[src/rtl/perfPkg.sv]
package perfPkg;
  localparam logic [1:0] REG_CNT  = 2'd0;
  localparam logic [1:0] REG_CTL  = 2'd1;
  localparam logic [1:0] REG_SAMP = 2'd2;

  typedef struct packed {
    logic incr;
    logic wrCnt;
    logic wrCtl;
    logic setPend;
    logic clrPend;
    logic capture;
  } dpStrobe_t;
endpackage

[src/rtl/perfCtrl.sv]
module perfCtrl
  import perfPkg::*;
#(
  parameter int SEL_W   = 6,
  parameter int NUM_EVT = 20
) (
  input  logic [SEL_W-1:0]   selCode,
  input  logic [NUM_EVT-1:0] evtVec,
  input  logic               cntAtEdge,
  input  logic               pendQ,
  input  logic               regWrEn,
  input  logic [1:0]         regSel,
  input  logic               wrPendBit,
  output dpStrobe_t          strb
);
  logic eventHit;
  logic crossing;

  // Select code c maps to event bit c-1; any other code matches nothing.
  always_comb begin
    eventHit = 1'b0;
    for (int i = 0; i < NUM_EVT; i++) begin
      if (selCode == SEL_W'(i + 1)) eventHit = evtVec[i];
    end
  end

  always_comb begin
    strb.wrCnt   = regWrEn && (regSel == REG_CNT);
    strb.wrCtl   = regWrEn && (regSel == REG_CTL);
    strb.incr    = eventHit && !strb.wrCnt;
    crossing     = strb.incr && cntAtEdge;
    strb.setPend = crossing;
    strb.clrPend = strb.wrCtl && !wrPendBit;
    strb.capture = crossing && (!pendQ || strb.clrPend);
  end
endmodule

[src/rtl/perfDatapath.sv]
module perfDatapath
  import perfPkg::*;
#(
  parameter int CNT_W  = 32,
  parameter int SEL_W  = 6,
  parameter int ADDR_W = 32
) (
  input  logic              clk,
  input  logic              rstN,
  input  dpStrobe_t         strb,
  input  logic [ADDR_W-1:0] evtAddr,
  input  logic [1:0]        regSel,
  input  logic [CNT_W-1:0]  regWrData,
  output logic [CNT_W-1:0]  regRdData,
  output logic [CNT_W-1:0]  cntQ,
  output logic [SEL_W-1:0]  selQ,
  output logic              pendQ,
  output logic [ADDR_W-1:0] sampQ,
  output logic              cntAtEdge
);
  localparam logic [CNT_W-1:0] EDGE_VAL = {1'b0, {(CNT_W-1){1'b1}}};
  localparam int PAD_W = CNT_W - 1 - SEL_W;

  assign cntAtEdge = (cntQ == EDGE_VAL);

  always_ff @(posedge clk) begin
    if (!rstN) begin
      cntQ  <= '0;
      selQ  <= '0;
      pendQ <= 1'b0;
      sampQ <= '0;
    end else begin
      if (strb.wrCnt)     cntQ <= regWrData;
      else if (strb.incr) cntQ <= cntQ + 1'b1;

      if (strb.wrCtl) selQ <= regWrData[SEL_W-1:0];

      if (strb.setPend)      pendQ <= 1'b1;
      else if (strb.clrPend) pendQ <= 1'b0;

      if (strb.capture) sampQ <= evtAddr;
    end
  end

  always_comb begin
    case (regSel)
      REG_CNT:  regRdData = cntQ;
      REG_CTL:  regRdData = {pendQ, {PAD_W{1'b0}}, selQ};
      REG_SAMP: regRdData = CNT_W'(sampQ);
      default:  regRdData = '0;
    endcase
  end
endmodule

[src/rtl/perfCounter.sv]
module perfCounter
  import perfPkg::*;
#(
  parameter int CNT_W   = 32,
  parameter int SEL_W   = 6,
  parameter int NUM_EVT = 20,
  parameter int ADDR_W  = 32
) (
  input  logic               clk,
  input  logic               rstN,
  input  logic [NUM_EVT-1:0] evtVec,
  input  logic [ADDR_W-1:0]  evtAddr,
  input  logic               regWrEn,
  input  logic [1:0]         regSel,
  input  logic [CNT_W-1:0]   regWrData,
  output logic [CNT_W-1:0]   regRdData,
  output logic               irq
);
  dpStrobe_t         strb;
  logic [CNT_W-1:0]  cntVal;
  logic [SEL_W-1:0]  selVal;
  logic              pendVal;
  logic [ADDR_W-1:0] sampVal;
  logic              cntAtEdge;

  perfCtrl #(.SEL_W(SEL_W), .NUM_EVT(NUM_EVT)) ctrl (
    .selCode   (selVal),
    .evtVec    (evtVec),
    .cntAtEdge (cntAtEdge),
    .pendQ     (pendVal),
    .regWrEn   (regWrEn),
    .regSel    (regSel),
    .wrPendBit (regWrData[CNT_W-1]),
    .strb      (strb)
  );

  perfDatapath #(.CNT_W(CNT_W), .SEL_W(SEL_W), .ADDR_W(ADDR_W)) dp (
    .clk       (clk),
    .rstN      (rstN),
    .strb      (strb),
    .evtAddr   (evtAddr),
    .regSel    (regSel),
    .regWrData (regWrData),
    .regRdData (regRdData),
    .cntQ      (cntVal),
    .selQ      (selVal),
    .pendQ     (pendVal),
    .sampQ     (sampVal),
    .cntAtEdge (cntAtEdge)
  );

  assign irq = pendVal;
endmodule

[config.mk]
export PLATFORM = sky130hd
export DESIGN_NAME = perfCounter
export DESIGN_NICKNAME = d
export VERILOG_FILES = /design/src/rtl/perfPkg.sv /design/src/rtl/perfCtrl.sv /design/src/rtl/perfDatapath.sv /design/src/rtl/perfCounter.sv
export SDC_FILE = /design/constraint.sdc
export NUM_CORES = 1
export LEC_CHECK = 0
export BUFFER_PORTS_ARGS = -buffer_cell sky130_fd_sc_hd__buf_2
export CAP_MARGIN = 5
export CORE_ASPECT_RATIO = 2
export CORE_MARGIN = 5
export CORE_UTILIZATION = 40
export CTS_CLUSTER_SIZE = 8
export DETAILED_ROUTE_END_ITERATION = 8
export PLACE_DENSITY = 0.76
export SLEW_MARGIN = 20
export SYNTH_ARGS = -nofsm -noshare
export SYNTH_HDL_FRONTEND = slang
export SYNTH_SLANG_ARGS = --single-unit
[constraint.sdc]
create_clock -name clk -period 4.1 [get_ports clk]
set_input_delay 0.41 -clock clk [delete_from_list [all_inputs] [get_ports clk]]
set_output_delay 0.41 -clock clk [all_outputs]
set_load 0.05 [all_outputs]
# Yosys cells after proc, flatten, opt, wreduce, memory -nomap -nowiden
# Index checks and enable logic that the tools add are counted.
[word_totals]
word_cells = 66
output_inout_bits = 33
register_bits = 71
mem_bits_ro = 0
latch_bits = 0
ram_bits = 0
memories = 0
[classes]
addsub = 1
n_div = 0
n_reduce_logical = 13
bitwise = 0
n_mul = 0
muxes = 25
eq_ne = 23
shift = 0
n_lt_le_gt_ge = 0
[ops]
columns = ["cell", "n"]
rows = [
  ["one-hot mux 32 bit (3 select lines)", 1],
  ["2-to-1 mux 32 bit", 2],
  ["equality test 6 x 4 -> 1 bit, second input constant", 8],
  ["adder 32 x 1 -> 32 bit, second input constant", 1],
  ["equality test 32 x 31 -> 1 bit, second input constant", 1],
  ["equality test 6 x 5 -> 1 bit, second input constant", 5],
  ["equality test 6 x 3 -> 1 bit, second input constant", 4],
  ["2-to-1 mux 1 bit", 22],
  ["equality test 6 x 2 -> 1 bit, second input constant", 2],
  ["equality test 6 x 1 -> 1 bit, second input constant", 1],
  ["logical AND 1 bit", 6],
  ["nonzero test 2 bit", 2],
  ["logical NOT 1 bit", 3],
  ["equality test 2 x 1 -> 1 bit, second input constant", 1],
  ["equality test 2 bit, second input constant", 1],
  ["logical NOT 2 bit", 1],
  ["logical OR 1 bit", 1],
]

# Depth between registers and ports, before layout
# Gate-level depths: netlist of run 1.
[logic_depth]
depth_word = 24
depth_mapped = 10

# Cells and area by module
# A second synthesis of run 1 with hierarchy kept.
[unflattened]
cells_unflattened = 522
area_unflattened_um2 = 4357.9
[modules_own_cells]
columns = ["module", "cells_per_inst", "seq_area_each_um2", "area_each_um2", "instances"]
rows = [
  ["perfDatapath", 457, 1421.4, 3940.0, 1],
  ["perfCtrl", 65, 0.0, 417.9, 1],
]

# Worst setup path after synthesis of run 1
# OpenSTA, ideal clock, no wires.
[synth_timing]
path_kind = "input -> output"
startpoint = "input regSel[0]"
endpoint = "output regRdData[31]"
path_stages = 4
arrival_time_ns = 2.141
setup_slack_ns = 1.549
path_cell_list = "buf_2 buf_1 mux2i_1 o21ai_0"
[synth_via]
elab_chain_len = 2
[synth_lines]
columns = ["item", "line", "text"]
rows = [
  ["start: declaration", "perfCounter.sv:14", "input logic [1:0] regSel,"],
  ["equality test 2 bit (tied with other cells)", "perfDatapath.sv:46", "case (regSel)"],
  ["one-hot mux 32 bit (3 select lines) (*)", "perfDatapath.sv:46", ""],
  ["end: declaration", "perfCounter.sv:16", "output logic [CNT_W-1:0] regRdData,"],
]
# Mark *: on every way between the ends. The rest lies on a longest branch, timed or not.

# Final worst setup path of run 1
[layout_timing]
startpoint = "register dp.selQ[1]"
endpoint = "register dp.sampQ[12]"
[layout_via]
elab_chain_len = 24
[layout_lines]
columns = ["item", "line", "text"]
rows = [
  ["start: declaration", "perfDatapath.sv:16", "output logic [SEL_W-1:0] selQ,"],
  ["start signal: assignment", "perfDatapath.sv:36", "if (strb.wrCtl) selQ <= regWrData[SEL_W-1:0];"],
  ["equality test 6 x 1 -> 1 bit", "perfCtrl.sv:23", "if (selCode == SEL_W'(i + 1)) eventHit = evtVec[i];"],
  ["2-to-1 mux 1 bit (19 in series)", "perfCtrl.sv:23", ""],
  ["2-to-1 mux 1 bit (*)", "perfCtrl.sv:23", ""],
  ["logical AND 1 bit (*)", "perfCtrl.sv:30", "strb.incr = eventHit && !strb.wrCnt;"],
  ["logical AND 1 bit (*)", "perfCtrl.sv:31", "crossing = strb.incr && cntAtEdge;"],
  ["logical AND 1 bit (*)", "perfCtrl.sv:34", "strb.capture = crossing && (!pendQ || strb.clrPend);"],
  ["end signal: assignment", "perfDatapath.sv:41", "if (strb.capture) sampQ <= evtAddr;"],
  ["end: declaration", "perfDatapath.sv:18", "output logic [ADDR_W-1:0] sampQ,"],
]
# Marked as above.
# A chain may end at the register's enable or synchronous reset.

==> results of run 1 <==
logic make-up after synthesis:
family	Yosys count	synth area share, %
fa+ha+maj	1	0.3071
flops	71	34.89
xor+xnor	19	4.085
compound gates	114	16.03
simple gates	225	27.98
mux	46	11.95
buf+inv	48	4.761
Yosys cell counts (all sizes together):
library cell	instances
nor3	2
a32oi	3
a221o	1
or3b	2
nand3b	3
or4	5
or2	1
nand3	53
o211ai	3
mux2	1
o21a	1
o22ai	1
o21ai	71
nand2b	2
o221ai	1
nand4b	5
mux4	2
nor2	41
buf	16
or3	7
clkinv	1
xnor2	1
a211o	1
and2	4
nand2	58
o21bai	1
and3	9
xor2	18
o311ai	1
a32o	1
dfxtp	71
mux2i	43
nor4	3
nor3b	2
inv	3
a31o	1
ha	1
a21oi	21
clkbuf	28
nand4	23
and4	2
a31oi	7
nor2b	3
final cells by class:
class	count	area, µm²
Fill cell	1039	5074
Multi-Input combinational cell	405	2459
Sequential cell	71	1421
Timing Repair Buffer	131	680.7
Clock buffer	10	229.0
Tap cell	135	168.9
Clock inverter	6	37.54
Inverter	4	15.01
state kept, by name, summed over array words and instances (netlist names):
register,count
dp.cntQ,32
dp.selQ,6
dp.sampQ,32
dp.pendQ,1
worst max-delay path, stage by stage (launching register included):
cell and delay [ps]:
dfxtp_1 670, nand2_1 140, nor3b_1 210, a31oi_1 70, o22ai_2 510, nand4_1 670, buf_4 460, nand3_1 120
o21ai_1 70
per-stage QoR:
step                hold WS (ps)  std cells  instance area [µm²]  util [%]
finish                     281.4        762                 5011     49.69
global route               297.6        762                 5011     49.69
CTS                        279.2        762                 5011     49.69
detailed placement         449.6        746                 4745     47.05
global placement           442.0        746                 4745     47.05
floorplan                  436.3        524                 4074         -
power breakdown:
group	leakage, nW	total [mW]	switching (mW)	internal [mW]
Combinational	1.40	0.233	0.140	0.0930
Clock	0.124	0.701	0.296	0.405
Sequential	0.577	0.758	0.0425	0.715
how the worst min path moves through the flow:
stage / startpoint / end / cells after the start
final: regWrData[31] / dp.cntQ[31]$_SDFFE_PN0P_ / 3
after global routing: regWrData[18] / dp.cntQ[18]$_SDFFE_PN0P_ / 3
after detailed placement: dp.sampQ[22]$_SDFFE_PN0P_ / dp.sampQ[22]$_SDFFE_PN0P_ / 2
after floorplan: dp.sampQ[10]$_SDFFE_PN0P_ / dp.sampQ[10]$_SDFFE_PN0P_ / 2
after global placement: dp.sampQ[21]$_SDFFE_PN0P_ / dp.sampQ[21]$_SDFFE_PN0P_ / 2
after CTS: regWrData[31] / dp.cntQ[31]$_SDFFE_PN0P_ / 3
per-layer routing:
layer | wire length (µm) | track usage (%) | part of all wire (%)
met1 | 4569 | 21.80 | 36
met2 | 6723 | 36.89 | 53
met3 | 735 | 4.024 | 5.8
met4 | 623 | 12.41 | 4.9
met5 | 0 | 0 | 0
==> reports/metrics.csv, run 1 <==
metric,value,unit
Initial DRC Count,289,
vias per cell,5.610,
Area contributors post-synth,"dfxtp_1 (35%), mux2i_1 (11%), nand3_1 (6.5%)",
sequential share of the synthesized area,34.89,%
Pleak,2.097,nW
Post-CTS Setup Inserts,0,
Critical Path RT,4320,ps
reg-to-reg endpoint,dp.sampQ[12]$_SDFFE_PN0P_,
WL/cell,16.60,µm
vias in the first global route,4335,
final worst setup slack,1043,ps
Max Freq,327.1,MHz
most frequent cells in the layout,"buf_2 (121), dfxtp_1 (71), nand2_1 (58)",
Core ar.,0.01008,mm²
"most common cell after layout, fill and taps aside",buf_2,
Setup crit end,dp.sampQ[12]$_SDFFE_PN0P_,
crit share post-route,74.57,%
clk_skew,5.218,ps
Worst Tran Pin Value,796.6,ps
WS Path Type,flop to flop,
Setup-failing EPs final,0,
DRC violations left,0,
number of port buffers,121,
num rows,52,
status,completed,
synthesized area,0.004074,mm²
synthesized area per cell,7.775,µm²
post-CTS sizing,0,
GRT overflow,0,
CTS Sinks,71,
first-pass GRT wire length,20270,µm
Chip Height,152.7,µm
Post-Syn Nets,614,
worst-case clock buffer depth,2,
Startpoint Class,flop,
reg2reg path depth,8,
CP Data Arrival Time,3270,ps
Hold Path Class,input port to flop,
#FFs+latches synth,71,
yosys warns,0,
reg2reg start,dp.selQ[1]$_SDFFE_PN0P_,
crit path from,dp.selQ[1]$_SDFFE_PN0P_,
CTS root buffer,clkbuf_16,
cell taking the most area after synthesis,dfxtp_1,
post-synth top area share,34.89,%
hold_buf cts,0,
Max Cap Viol,0,
Final Critical Period,3057,ps
GRT Util Overall,20.86,%
"Net count, final",712,
Relative slew margins,46.70,%
largest net degree at the start of global routing,79,
ant diodes,0,
R2R Setup Slk,1040,ps
initial antenna violation count,0,
Final Power,1.692,mW
TritonRoute pass-1 iters,4,
CTS tree,done,
synth-to-layout area growth,23.00,%
RSZ-0062 raised after global routing,false,
# H-tree levels,3,
Hold Fails Final Rpt,0,
die width,81.36,µm
cell count after synthesis,524,
"Reg clk slew, reported paths",60,ps
# IOs,122,
HPWL after DPL,9502,µm
"Slew Viols, Final",0,
Setup WS pre-CTS,1057,ps
Placer Congestion,0.8935,
Skew-Pair Late Insertion Delay,340,ps
vias,4275,
Initial Utilization,40.40,%
"Distinct cells, synth",49,
Routed Antenna Nets,0,
setup TNS,0,ps
Setup crit end kind,flop,
share of cells above drive strength 1,25.20,%
Routed WL,12650,µm
die area,0.01243,mm²
VDD IR max,0.2167,mV
Worst Path Max Fanout,30,
power density cells,337.6,mW/mm²
total CTS buffers,9,
Note: power is estimated with default switching activity, not from simulation.
==> inputs of run 2 (changes only) <==
==> constraint.sdc (replaced) <==
create_clock -name clk -period 3.2 [get_ports clk]
set_input_delay 0.32 -clock clk [delete_from_list [all_inputs] [get_ports clk]]
set_output_delay 0.32 -clock clk [all_outputs]
set_load 0.05 [all_outputs]
==> run 2 against run 1 <==
Net effect: combinational power grew 27%; cell count shrank 0.26%; worst setup slack lost 600 ps; power grew 34%; design area grew 0.72%; non-clock buffer count shrank 2; die area is the same; sequential power grew 28%; critical path type unchanged; critical endpoint is now dp.cntQ[13]$_SDFFE_PN0P_; highest routed layer unchanged.
==> reports/metrics.csv, run 2 (synthesis results as in run 1) <==
metric,value,unit,change
Initial Utilization,40.40,%,unchanged
largest registers,"dp.cntQ (32), dp.sampQ (32), dp.selQ (6)",,unchanged
most frequent cells in the layout,"buf_2 (121), dfxtp_1 (71), nand2_1 (58)",,unchanged
crit path from,dp.selQ[1]$_SDFFE_PN0P_,,unchanged
Slowest cell on crit path,dfxtp_1,,unchanged
Relative slew margins,46.04,%,was 46.70%
Pleak,2.114,nW,was 2.097 nW
TritonRoute pass-1 iters,5,,was 4
CTS Sinks,71,,unchanged
Filler cells,992,,was 1039
GRT Util Overall,19.98,%,was 20.86%
status,completed,,unchanged
Setup crit end kind,flop,,unchanged
CTS tree,done,,unchanged
reg2reg start,dp.selQ[1]$_SDFFE_PN0P_,,unchanged
power density cells,449.3,mW/mm²,was 337.6 mW/mm²
share of cells above drive strength 1,25.12,%,was 25.20%
Routed WL,12290,µm,was 12650 µm
worst path cell trace,nand2_1 -> nor3b_1 -> a31oi_1 -> o22ai_2 -> buf_4 -> nand3_1 -> or4_1 -> nand3_1,,was nand2_1 -> nor3b_1 -> a31oi_1 -> o22ai_2 -> nand4_1 -> buf_4 -> nand3_1 -> o21ai_1
reg2reg path depth,8,,unchanged
Skew-Pair Late Insertion Delay,330,ps,was 340 ps
worst-case clock buffer depth,2,,unchanged
R2R Setup Slk,450,ps,was 1040 ps
vias per cell,5.495,,was 5.610
Setup-failing EPs final,0,,unchanged
WL/cell,16.18,µm,was 16.60 µm
number of port buffers,121,,unchanged
ant diodes,0,,unchanged
RSZ-0062 raised after global routing,false,,unchanged
Placer Congestion,0.9195,,was 0.8935
Max Cap Viol,0,,unchanged
synth-to-layout area growth,23.89,%,was 23.00%
HPWL after DPL,9463,µm,was 9502 µm
Hold Fails Final Rpt,0,,unchanged
die area,0.01243,mm²,unchanged
largest net degree at the start of global routing,80,,was 79
die width,81.36,µm,unchanged
"Reg clk slew, reported paths",60,ps,about the same
most frequent CP cell,nand3_1,,
WHS Path Cells,3,,unchanged
Hold Path Origin,regWrData[18],,was regWrData[31]
Max Freq,363.0,MHz,was 327.1 MHz
hold endpoint,dp.cntQ[18]$_SDFFE_PN0P_,,was dp.cntQ[31]$_SDFFE_PN0P_
vias in the first global route,4186,,was 4335
VDD IR max,0.3289,mV,was 0.2167 mV
initial antenna violation count,0,,unchanged
Core ar.,0.01008,mm²,unchanged
Startpoint Class,flop,,unchanged
clk_skew,4.401,ps,was 5.218 ps
crit share post-route,86.08,%,was 74.57%
hold_ws,181.1,ps,was 281.4 ps
Routed Antenna Nets,0,,unchanged
"Slew Viols, Final",0,,unchanged
Chip Height,152.7,µm,unchanged
"Net count, final",710,,was 712
"slowest stage delay, CP",660,ps,was 670 ps
first-pass GRT wire length,19530,µm,was 20270 µm
Initial DRC Count,271,,was 289
DRC violations left,0,,unchanged
CTS root buffer,clkbuf_16,,unchanged
WS Path Type,flop to flop,,unchanged
Post-CTS Setup Inserts,0,,unchanged
Final Power,2.268,mW,was 1.692 mW
Final Critical Period,2755,ps,was 3057 ps
Setup WS pre-CTS,512.6,ps,was 1057 ps
Critical Path RT,3470,ps,was 4320 ps
vias,4176,,was 4275
CP Data Arrival Time,3030,ps,was 3270 ps
setup TNS,0,ps,unchanged
Hold Path Class,input port to flop,,unchanged
buffers plus inverters on the worst setup path,1,,unchanged
GRT overflow,0,,unchanged
total CTS buffers,9,,unchanged
post-CTS sizing,0,,unchanged
"most common cell after layout, fill and taps aside",buf_2,,unchanged
Worst Path Max Fanout,20,,was 30
CP top delay family,simple AND/OR/NAND/NOR gates,,unchanged
num rows,52,,unchanged
reg-to-reg endpoint,dp.cntQ[13]$_SDFFE_PN0P_,,was dp.sampQ[12]$_SDFFE_PN0P_
Worst Tran Pin Value,806.4,ps,was 796.6 ps
# H-tree levels,3,,unchanged
final worst setup slack,445.4,ps,was 1043 ps
hold_buf cts,0,,unchanged
# IOs,122,,unchanged
Finished Core Util,50.05,%,was 49.69%
run 2: area by class of cell:
type	count	area, µm²	area share [%]
multi-input combinational	405	2459	48.71
clock inverter	7	80.08	1.587
timing repair buffer	129	678.2	13.44
tap	135	168.9	3.347
sequential	71	1421	28.16
clock buffer	9	225.2	4.462
inverter	4	15.01	0.2975
run 2: metal layers:
metal	share of wire (%)	GRT usage (%)	wire [µm]
met5	0	0	0
met4	5.0	12.73	615
met3	4.6	3.136	565
met2	53	35.64	6574
met1	37	20.66	4538
run 2: tightest hold or removal path, stage by stage:
cell and delay (ps):
buf_2 70, nand2_1 30, o21ai_0 50
run 2: per-stage QoR:
stage          instances  area, µm²
4_1_cts              760       5047
5_1_grt              760       5047
6_report             760       5047
3_5_place_dp         744       4742
3_3_place_gp         744       4742
2_1_floorplan        524       4074
run 2: power breakdown:
| part | internal, mW | switching, mW | leakage (nW) |
|---|---|---|---|
| clock network | 0.611 | 0.392 | 0.143 |
| registers | 0.916 | 0.0536 | 0.577 |
| logic | 0.119 | 0.176 | 1.39 |
run 2: how the worst max path moves through the flow:
stage                                           end  slack, ps  cells after the start
after floorplan                       regRdData[31]        830                      4
after global placement     dp.cntQ[13]$_SDFFE_PN0P_        610                      8
after detailed placement  dp.sampQ[10]$_SDFFE_PN0P_        510                      9
after CTS                  dp.cntQ[13]$_SDFFE_PN0P_        490                      8
after global routing       dp.cntQ[13]$_SDFFE_PN0P_        220                      8
final                      dp.cntQ[13]$_SDFFE_PN0P_        450                      8
==> inputs of run 3 (changes only) <==
--- a/config.mk
+++ b/config.mk
@@ -5,6 +5,7 @@
 export SDC_FILE = /design/constraint.sdc
 export NUM_CORES = 1
 export LEC_CHECK = 0
+export ABC_CLOCK_PERIOD_IN_PS = 3200
 export BUFFER_PORTS_ARGS = -buffer_cell sky130_fd_sc_hd__buf_2
 export CAP_MARGIN = 5
 export CORE_ASPECT_RATIO = 2
@@ -12,8 +13,9 @@
 export CORE_UTILIZATION = 40
 export CTS_CLUSTER_SIZE = 8
 export DETAILED_ROUTE_END_ITERATION = 8
-export PLACE_DENSITY = 0.76
+export PLACE_DENSITY = 0.75
 export SLEW_MARGIN = 20
 export SYNTH_ARGS = -nofsm -noshare
 export SYNTH_HDL_FRONTEND = slang
+export SYNTH_HIERARCHICAL = 1
 export SYNTH_SLANG_ARGS = --single-unit
==> run 3 against run 2 <==
Net effect: synthesized area rose by 7.0%; largest power group unchanged; largest cell class unchanged; critical path type unchanged; sequential cell count unchanged; critical endpoint is now dp/cntQ[17]$_SDFFE_PN0P_; design area grew 8.5%.
==> reports/metrics.csv, run 3 <==
metric,value,unit,change
"Distinct cells, synth",56,,was 49
Setup-failing EPs final,0,,unchanged
Filler cells,1070,,was 992
WL/cell,17.71,µm,was 16.18 µm
Critical Path RT,3460,ps,was 3470 ps
Final Critical Period,3012,ps,was 2755 ps
Setup crit end kind,flop,,unchanged
post-synth top area share,32.62,%,was 34.89%
vias in the first global route,4461,,was 4186
Skew-Pair Late Insertion Delay,330,ps,about the same
Max Cap Viol,0,,unchanged
TritonRoute pass-1 iters,5,,unchanged
# IOs,122,,unchanged
DRC violations left,0,,unchanged
ant diodes,0,,unchanged
share of cells above drive strength 1,25.83,%,was 25.12%
top-count cell post-synth,mux2i_1,,was dfxtp_1
CTS tree,done,,unchanged
"Net count, final",720,,was 710
#FFs+latches synth,71,,unchanged
most frequent cells in the layout,"buf_2 (121), mux2i_1 (73), dfxtp_1 (68)",,"was buf_2 (121), dfxtp_1 (71), nand2_1 (58)"
Hold Fails Final Rpt,0,,unchanged
hold_buf cts,0,,unchanged
Main synth FF type,dfxtp_1,,unchanged
worst path cell trace,or4b_4 -> a211oi_1 -> a211oi_1 -> a21boi_1 -> a41oi_1 -> inv_1 -> nand3_1 -> or4_1 -> buf_4 -> or4_1 -> a31oi_1,,was nand2_1 -> nor3b_1 -> a31oi_1 -> o22ai_2 -> buf_4 -> nand3_1 -> or4_1 -> nand3_1
Final Power,2.392,mW,was 2.268 mW
Routed Antenna Nets,0,,unchanged
Startpoint Class,flop,,unchanged
"Reg clk slew, reported paths",60,ps,about the same
Routed WL,13730,µm,was 12290 µm
Worst Path Max Fanout,15,,was 20
Slowest cell on crit path,or4b_4,,was dfxtp_1
buffers plus inverters on the worst setup path,2,,was 1
placed cell area,0.005115,mm²,was 0.004742 mm²
CTS Sinks,71,,unchanged
worst-case clock buffer depth,2,,unchanged
synth-to-layout area growth,25.67,%,was 23.89%
GRT overflow,0,,unchanged
most common library cells after synthesis,"mux2i_1 (73), dfxtp_1 (71), nor2b_1 (41), o21ai_0 (41), nor2_1 (36)",,"was dfxtp_1 (71), nand2_1 (58), nand3_1 (53)"
Relative slew margins,49.00,%,was 46.04%
largest net degree at the start of global routing,51,,was 80
VDD IR max,0.2927,mV,was 0.3289 mV
yosys warns,6,,was 0
# H-tree levels,3,,unchanged
vias per cell,5.760,,was 5.495
number of port buffers,121,,unchanged
clk_skew,5.745,ps,was 4.401 ps
fraction of registers with async set/reset,0,%,unchanged
Register Area,0.001425,mm²,was 0.001421 mm²
Initial Utilization,40.31,%,was 40.40%
die width,83.81,µm,was 81.36 µm
vias,4464,,was 4176
GRT Util Overall,20.03,%,was 19.98%
num rows,54,,was 52
Placer Congestion,0.8190,,was 0.9195
CP Data Arrival Time,3270,ps,was 3030 ps
Pleak,2.196,nW,was 2.114 nW
Post-Syn Nets,612,,was 614
RSZ-0062 raised after global routing,false,,unchanged
synthesized area,0.004358,mm²,was 0.004074 mm²
Worst Tran Pin Value,765.0,ps,was 806.4 ps
Chip Height,157.6,µm,was 152.7 µm
Core ar.,0.01081,mm²,was 0.01008 mm²
Post-synth EDFFs,0,,unchanged
cell count after synthesis,522,,was 524
setup TNS,0,ps,unchanged
first-pass GRT wire length,21450,µm,was 19530 µm
Initial DRC Count,332,,was 271
crit share post-route,94.13,%,was 86.08%
CTS root buffer,clkbuf_16,,unchanged
power density cells,436.8,mW/mm²,was 449.3 mW/mm²
Hold Path Class,input port to flop,,unchanged
HPWL after DPL,10280,µm,was 9463 µm
largest registers,"dp/cntQ (32), dp/sampQ (32), dp/selQ (6)",,"was dp.cntQ (32), dp.sampQ (32), dp.selQ (6)"
die area,0.01321,mm²,was 0.01243 mm²
"slowest stage delay, CP",500,ps,was 660 ps
hold_ws,248.8,ps,was 181.1 ps
total CTS buffers,9,,unchanged
status,completed,,unchanged
"Slew Viols, Final",0,,unchanged
CP top delay family,simple AND/OR/NAND/NOR gates,,unchanged
synthesized area per cell,8.349,µm²,was 7.775 µm²
Area contributors post-synth,"dfxtp_1 (33%), mux2i_1 (17%), nor2b_1 (5.9%)",,"was dfxtp_1 (35%), mux2i_1 (11%), nand3_1 (6.5%)"
Max Freq,332.0,MHz,was 363.0 MHz
"most common cell after layout, fill and taps aside",buf_2,,unchanged
"Design Area, Final",0.005477,mm²,was 0.005047 mm²
Multi-input gate area,0.002741,mm²,was 0.002459 mm²
initial antenna violation count,0,,unchanged
cell taking the most area after synthesis,dfxtp_1,,unchanged
WS Path Type,flop to flop,,unchanged
sequential share of the synthesized area,32.62,%,was 34.89%
run 3: cell types whose count changed after synthesis, moves of 8 or more:
| cell | before | now |
|---|---|---|
| nand3_1 | 53 | 14 |
| nor2b_1 | 3 | 41 |
| o21ai_1 | 32 | 0 |
| mux2i_1 | 43 | 73 |
| nand2_1 | 58 | 35 |
| a21oi_1 | 21 | 9 |
| xor2_1 | 18 | 6 |
| nand4_1 | 23 | 13 |
| o31ai_1 | 0 | 9 |
| a31oi_1 | 7 | 15 |
run 3: final cells by class:
type	instances	area share (%)
clock buffer	11	4.432
clock inverter	5	1.919
inverter	9	0.6169
multi-input combinational	400	50.06
sequential	71	26.02
tap	140	3.199
timing repair buffer	139	13.75
run 3: layer usage:
metal	vias up	track usage (%)	part of all wire, %
met1	2119	19.72	35
met5	-	0	0
met3	46	2.604	4.8
li1	2133	-	-
met2	166	38.44	55
met4	0	13.34	5.2
run 3: cells by family after synthesis:
group | count (synthesis) | synth area share [%]
muxes | 73 | 16.77
adders and majority gates | 1 | 0.2871
buffers and inverters | 51 | 4.823
xor gates and xnor gates | 10 | 2.010
DFF | 71 | 32.62
and+or+nand+nor | 210 | 27.76
AOI/OAI and AO/OA | 106 | 15.73
run 3: worst paths after layout:
kind / slack, ps / from / cells past startpoint / to
setup reg to reg: 190 / dp/selQ[4]$_SDFFE_PN0P_ / 11 / dp/cntQ[17]$_SDFFE_PN0P_
hold / removal: 250 / evtAddr[29] / 3 / dp/sampQ[29]$_SDFFE_PN0P_
setup / recovery: 190 / dp/selQ[4]$_SDFFE_PN0P_ / 11 / dp/cntQ[17]$_SDFFE_PN0P_
hold reg to reg: 520 / dp/sampQ[2]$_SDFFE_PN0P_ / 2 / dp/sampQ[2]$_SDFFE_PN0P_
run 3: what timing repair did:
item | CTS | global route
setup buffers | 0 | 1
resized for setup | 0 | 4
setup endpoints to repair | 0 | 5
endpoints found under the hold margin | 0 | 0
run 3: metrics by stage:
step	util, %	instances	setup slack, ps
floorplan	-	522	185.9
global placement	47.31	758	182.7
detailed placement	47.31	758	161.6
CTS	50.53	774	97.95
global route	50.66	775	7.043
finish	50.66	775	187.8
run 3: where the power goes:
| group | internal [mW] | leakage (nW) | switching (mW) |
|---|---|---|---|
| registers | 0.910 | 0.578 | 0.0467 |
| logic | 0.121 | 1.46 | 0.155 |
| clock network | 0.782 | 0.162 | 0.376 |
run 3: worst min-delay path, cell delays in order:
cell and delay [ps]:
buf_2 80, mux2i_1 60, nor2b_1 90
